### src/rtl/nr4sd_recoder.sv
module nr4sd_recoder #(
  parameter int N         = 8,
  parameter int PLUS_FORM = 0,
  parameter int REG_OUT   = 1
) (
  input  logic         clk,
  input  logic         rst_n,
  input  logic [N-1:0] din,
  output logic [N/2-1:0] sel_p1,
  output logic [N/2-1:0] sel_m1,
  output logic [N/2-1:0] sel_p2,
  output logic [N/2-1:0] sel_m2,
  output logic [N/2-1:0] pair_hi,
  output logic [N/2-1:0] pair_lo,
  output logic           top_carry
);
  localparam int K = N / 2;

  logic [K-1:0] cy;
  logic [K-1:0] hi_c, lo_c, p1_c, m1_c, p2_c, m2_c;

  assign cy[0] = 1'b0;

  function automatic logic signed [N+1:0] value_of(
    input logic [K-1:0] a, input logic [K-1:0] b,
    input logic [K-1:0] c, input logic [K-1:0] d);
    logic signed [N+1:0] acc, dig;
    acc = '0;
    for (int i = 0; i < K; i++) begin
      dig = a[i] ? (N+2)'(1) : b[i] ? -(N+2)'(1) : c[i] ? (N+2)'(2) : d[i] ? -(N+2)'(2) : '0;
      acc = acc + (dig <<< (2 * i));
    end
    return acc;
  endfunction

  for (genvar j = 0; j < K; j++) begin : g_dig
    if (j < K - 1) begin : g_low
      logic mid;
      assign lo_c[j] = din[2*j] ^ cy[j];
      if (PLUS_FORM == 0) begin : g_minus
        assign mid       = din[2*j] & cy[j];
        assign hi_c[j]   = din[2*j+1] ^ mid;
        assign cy[j+1]   = din[2*j+1] | mid;
        assign p1_c[j]   = lo_c[j] & ~hi_c[j];
        assign m1_c[j]   = lo_c[j] & hi_c[j];
        assign p2_c[j]   = 1'b0;
        assign m2_c[j]   = ~lo_c[j] & hi_c[j];
      end else begin : g_plus
        assign mid       = din[2*j] | cy[j];
        assign hi_c[j]   = din[2*j+1] ^ mid;
        assign cy[j+1]   = din[2*j+1] & mid;
        assign p1_c[j]   = hi_c[j] & lo_c[j];
        assign m1_c[j]   = ~hi_c[j] & lo_c[j];
        assign p2_c[j]   = hi_c[j] & ~lo_c[j];
        assign m2_c[j]   = 1'b0;
      end
    end else begin : g_top
      logic h, l, c;
      assign h = din[N-1];
      assign l = din[N-2];
      assign c = cy[j];
      assign hi_c[j] = h;
      assign lo_c[j] = l;
      assign p1_c[j] = ~h & (l ^ c);
      assign m1_c[j] = h & (l ^ c);
      assign p2_c[j] = ~h & l & c;
      assign m2_c[j] = h & ~l & ~c;
    end
  end

  if (REG_OUT != 0) begin : g_reg
    always_ff @(posedge clk or negedge rst_n) begin
      if (!rst_n) begin
        sel_p1 <= '0; sel_m1 <= '0; sel_p2 <= '0; sel_m2 <= '0;
        pair_hi <= '0; pair_lo <= '0; top_carry <= 1'b0;
      end else begin
        sel_p1 <= p1_c; sel_m1 <= m1_c; sel_p2 <= p2_c; sel_m2 <= m2_c;
        pair_hi <= hi_c; pair_lo <= lo_c; top_carry <= cy[K-1];
      end
    end
  end else begin : g_comb
    assign sel_p1 = p1_c;
    assign sel_m1 = m1_c;
    assign sel_p2 = p2_c;
    assign sel_m2 = m2_c;
    assign pair_hi = hi_c;
    assign pair_lo = lo_c;
    assign top_carry = cy[K-1];
  end

  AST_VALUE_MATCH: assert property (@(posedge clk) disable iff (!rst_n)
    value_of(p1_c, m1_c, p2_c, m2_c) == (N+2)'($signed(din)));

  for (genvar j = 0; j < K; j++) begin : g_chk
    logic signed [3:0] d_sel, d_pair;
    assign d_sel = sel_p1[j] ? 4'sd1 : sel_m1[j] ? -4'sd1 :
                   sel_p2[j] ? 4'sd2 : sel_m2[j] ? -4'sd2 : 4'sd0;
    if (j == K - 1) begin : g_t
      assign d_pair = $signed({3'b0, pair_lo[j]}) + $signed({3'b0, top_carry})
                      - $signed({2'b0, pair_hi[j], 1'b0});
    end else if (PLUS_FORM == 0) begin : g_m
      assign d_pair = $signed({3'b0, pair_lo[j]}) - $signed({2'b0, pair_hi[j], 1'b0});
    end else begin : g_p
      assign d_pair = $signed({2'b0, pair_hi[j], 1'b0}) - $signed({3'b0, pair_lo[j]});
    end

    AST_SEL_ONEHOT: assert property (@(posedge clk) disable iff (!rst_n)
      $onehot0({sel_p1[j], sel_m1[j], sel_p2[j], sel_m2[j]}));
    AST_PAIR_AGREE: assert property (@(posedge clk) disable iff (!rst_n)
      d_sel == d_pair);
    if (j < K - 1) begin : g_rng
      if (PLUS_FORM == 0) begin : g_rm
        AST_MINUS_RANGE: assert property (@(posedge clk) disable iff (!rst_n)
          !sel_p2[j]);
      end else begin : g_rp
        AST_PLUS_RANGE: assert property (@(posedge clk) disable iff (!rst_n)
          !sel_m2[j]);
      end
    end
  end
endmodule

### config.mk
export PLATFORM = sky130hd
export DESIGN_NAME = nr4sd_recoder
export DESIGN_NICKNAME = d
export VERILOG_FILES = /design/src/rtl/nr4sd_recoder.sv
export SDC_FILE = /design/constraint.sdc
export NUM_CORES = 1
export LEC_CHECK = 0
export ABC_AREA = 1
export BUFFER_PORTS_ARGS = -buffer_cell sky130_fd_sc_hd__buf_2
export CAP_MARGIN = 10
export CORE_UTILIZATION = 47
export CTS_CLUSTER_DIAMETER = 50
export DETAILED_ROUTE_END_ITERATION = 10
export GPL_TIMING_DRIVEN = 0
export HOLD_SLACK_MARGIN = 0.12
export PLACE_DENSITY = 0.8
export SLEW_MARGIN = 20
export SYNTH_ARGS = -nofsm -noshare
export SYNTH_HDL_FRONTEND = slang
export SYNTH_SLANG_ARGS = --single-unit
### constraint.sdc
create_clock -name clk -period 0.9 [get_ports clk]
set_input_delay 0.09 -clock clk [delete_from_list [all_inputs] [get_ports clk]]
set_output_delay 0.09 -clock clk [all_outputs]
set_load 0.02 [all_outputs]
Word level (Yosys, flattened, before mapping)

Cells that the tools add are included.

Bitwise logic cells: 33

Operator list:

| operator  | count |
|---|---|
| AND 1 bit | 17 |
| NOT 1 bit | 9 |
| XOR 1 bit | 5 |
| OR 1 bit  | 2 |

Register bits after elaboration: 22
Input bits: 10
Output and inout bits: 25
Logic and storage cells: 40

Logic depth before layout (Yosys ltp)

Word-level depth: 6
Depth in mapped cells: 11
Gate-level depth less buffers: 11

Worst setup path before layout

No wires, ideal clock.

Path kind: input-to-reg
From: in din[1]
To: reg sel_m1[2]
Data arrival time: 1032 ps
Data required time: 787 ps
Slack: -245 ps
Stages on the path: 9
Path buffers: 0
Path through: ha_1 -> inv_1 -> ha_1 -> inv_1 -> ha_1 -> inv_1 -> ha_1 -> nand2_1 -> inv_1

Word-level cells in the longest chain between the ends: 5

RTL lines:

| element              | RTL line | RTL |
|---|---|---|
| start, declared      | 8        | `input logic [N-1:0] din,` |
| AND 1 bit            | 41       | `assign mid = din[2*j] & cy[j];` |
| OR 1 bit             | 43       | `assign cy[j+1] = din[2*j+1] \| mid;` |
| AND 1 bit            | 41       |  |
| XOR 1 bit            | 42       | `assign hi_c[j] = din[2*j+1] ^ mid;` |
| via hi_c[2]          | 20       | `logic [K-1:0] hi_c, lo_c, p1_c, m1_c, p2_c, m2_c;` |
| AND 1 bit            | 45       | `assign m1_c[j] = lo_c[j] & hi_c[j];` |
| via m1_c[2]          | 20       |  |
| end signal, assigned | 77       | `sel_p1 <= p1_c; sel_m1 <= m1_c; sel_p2 <= p2_c; sel_m2 <= m2_c;` |
| end, declared        | 10       | `output logic [N/2-1:0] sel_m1,` |

The timed path passes the listed nets, and every way through them passes these cells.

Worst setup path after layout

From: reg sel_m2[1]
To: out sel_m2[1]

RTL lines:

| element                | RTL line | RTL |
|---|---|---|
| start, declared        | 12       | `output logic [N/2-1:0] sel_m2,` |
| start signal, assigned | 77       |  |

No word-level cell between the ends.

==> results.toml <==
[routing]
wirelength_um = 1600
route.layer.met1.wl_um = 539
dr_wl_met3_um = 73
viasPerCell = 4.57
top_layer_used = "met4"
drtIter0Drc = 2
drc_errors = 0
wire_per_inst_um = 12.6
vias = 581
dr.pass1.iters = 2
wl_met2_um = 950
antenna_left = 0

[setup_path]
cp_max_fo = 1
end_kind = "output port"
path_delay_family = "flip-flops"
crit_cells = 1
critical-path-max-stage-delay_ns = 0.41
slowest_stage = "dfrtp_1"
crit_type = "reg -> out"
arrival_ns = 0.85
path_cells = "buf_6"
start_kind = "register"
critical_path_required_ns = 0.81
path_buf_inv = 1

[yosys]
syn_area_um2 = 771
synth.avg_cell_area_um2 = 11.9
syn_inst = 65
synth-warning-count = 0
synth_common_cells = "dfrtp_1, inv_1, nor2_1, ha_1, nand2_1"
synthDistinctLibCells = 9
yosys.area.top_type = "dfrtp_1"
synth_most_common_cell = "dfrtp_1"
ys_ff_latch = 22
synth_edf_count = 0
seq_area_frac_synth_pct = 71.4
synth_top_area_share_pct = 71.4
synthArstFlopShare_pct = 100
ys.flop_type = "dfrtp_1"
synth_area_leaders = "dfrtp_1, inv_1, ha_1, nor2_1, buf_4"

[floorplan]
core_um2 = 1520
pin_count = 35
start_util_pct = 50.6
num_rows = 14
die_h_um = 42.5
die_w_um = 42.5
dieArea_um2 = 1810

[global_routing]
grt_overflow_total = 0
grt_pass1_wl_um = 2480
antenna_found_initial = 0
grt_max_degree = 23
grt_pass1_vias = 599
grt.total_usage_pct = 19.0

[job]
maxCapViolCount = 0

[sta]
drv_slew = 0
whs_ns = 0.0640
timing.final.crit_share_pct = 104
fmax_ghz = 1.07
min_period_ns = 0.936
setup_slack_ns = -0.0362
rsz0062_at_grt = "yes"
report.final.hold_viol_count = 0
finalSetupViolations = 22

[min_path]
hold-path-cell-count = 2
hp-class = "in -> reg"
min_delay_worst_endpoint = "pair_lo[2]$_DFF_PN0_"
min_from = "din[4]"

[cells_and_area]
nets = 127
diodes = 0
final_layout_size_suffix_gt1_share_pct = 47.7
final_cell_count_no_fill = 127
register_area_um2 = 551
syn_to_final_growth_pct = 70.1
nFillCells = 84
multi_input_area_um2 = 213

[clock_network]
cts_buffers = 3
cts.sink_count = 22
clockBufferDepth = 2
cts-root-buf = "clkbuf_4"
cts_tree = "done"
postCtsSetupBuffers = 0
htree_levels = 1
clk_pin_slew_ns = 0.12

[placed_design]
place.gp.congestion = 0.721
dpl.hpwl_um = 905
io_buffers = 31
dpl.cell_count = 114

[outcome]
violations = "setup timing"
status = "finished, violations left"

[power_and_ir_drop]
ir_drop_mv = 1.31
power_density_nw_per_um2 = 1660
power.leakage_nw = 0.699
metrics by stage:
step,util [%],setup slack [ns],TNS (ns),power [mW],cell area [um^2]
after floorplan,-,-0.138,-0.834,1.34,848
after CTS,84.9,-0.0363,-0.549,2.17,1290
after global routing,86.0,-0.0716,-1.05,2.26,1310
after global placement,67.2,-0.335,-2.63,1.48,1020
after detailed placement,67.2,-0.409,-2.86,1.49,1020
final,86.0,-0.0362,-0.427,2.18,1310
flip-flops by register name, indices dropped and copies added (netlist names):
name,cells
sel_p1,4
sel_m2,4
sel_p2,1
pair_hi,4
pair_lo,4
top_carry,1
sel_m1,4
where the power goes:
| group | internal [mW] | leakage (nW) | switching (mW) |
|---|---|---|---|
| clock | 0.247 | 0.0210 | 0.292 |
| sequential | 1.07 | 0.272 | 0.0378 |
| combinational | 0.275 | 0.405 | 0.264 |
| total | 1.59 | 0.699 | 0.594 |
layer usage:
layer | vias up | global-route usage [%]
li1 | 268 | -
met1 | 285 | 17.7
met2 | 24 | 37.5
met3 | 4 | 3.88
met4 | 0 | 9.38
met5 | - | 0
kinds of logic after synthesis:
kind of cell / count (synthesis) / synth area share, %
flip-flops: 22 / 71.4
adder cells (fa/ha/maj): 5 / 8.12
other: 1 / 0.487
AND/OR/NAND/NOR: 16 / 8.28
buffers and inverters: 21 / 11.7
worst max path at each step:
| stage | start | end | slack, ns |
|---|---|---|---|
| final | sel_m2[1]$_DFF_PN0_ | sel_m2[1] | -0.04 |
| after CTS | pair_lo[3]$_DFF_PN0_ | pair_lo[3] | -0.04 |
| after global placement | din[1] | sel_p1[3]$_DFF_PN0_ | -0.33 |
| after detailed placement | din[1] | sel_p1[3]$_DFF_PN0_ | -0.41 |
| after global routing | sel_m2[1]$_DFF_PN0_ | sel_m2[1] | -0.07 |
| after floorplan | din[1] | sel_m1[2]$_DFF_PN0_ | -0.14 |
final cells by class:
class | instances | share of cell area [%]
flip-flops and latches | 22 | 42.0
well taps | 16 | 1.53
plain buffers | 3 | 1.72
clock buffers | 4 | 2.77
repair buffers | 40 | 30.4
multi-input cells | 24 | 16.2
inverters | 18 | 5.34
repair_timing:
item | in CTS | in global routing
gates resized for setup | 49 | 3
hold buffers | 8 | 2
pin swaps | 5 | 2
endpoints found under the hold margin | 38 | 4
setup endpoints to repair | 26 | 26
placed cells by master (no fill, tap or decap):
cell           instances
inv_1                 13
nand2_2                3
inv_2                  4
nor3_2                 1
dlygate4sd3_1          9
buf_8                  1
inv_4                  1
clkbuf_8               1
nor2_1                 8
conb_1                 3
buf_4                  3
ha_4                   5
nor2_2                 1
dfrtp_1               22
nand2_1                3
buf_2                  7
clkbuf_4               3
buf_6                 23
Power figures use the tool's default switching activity.
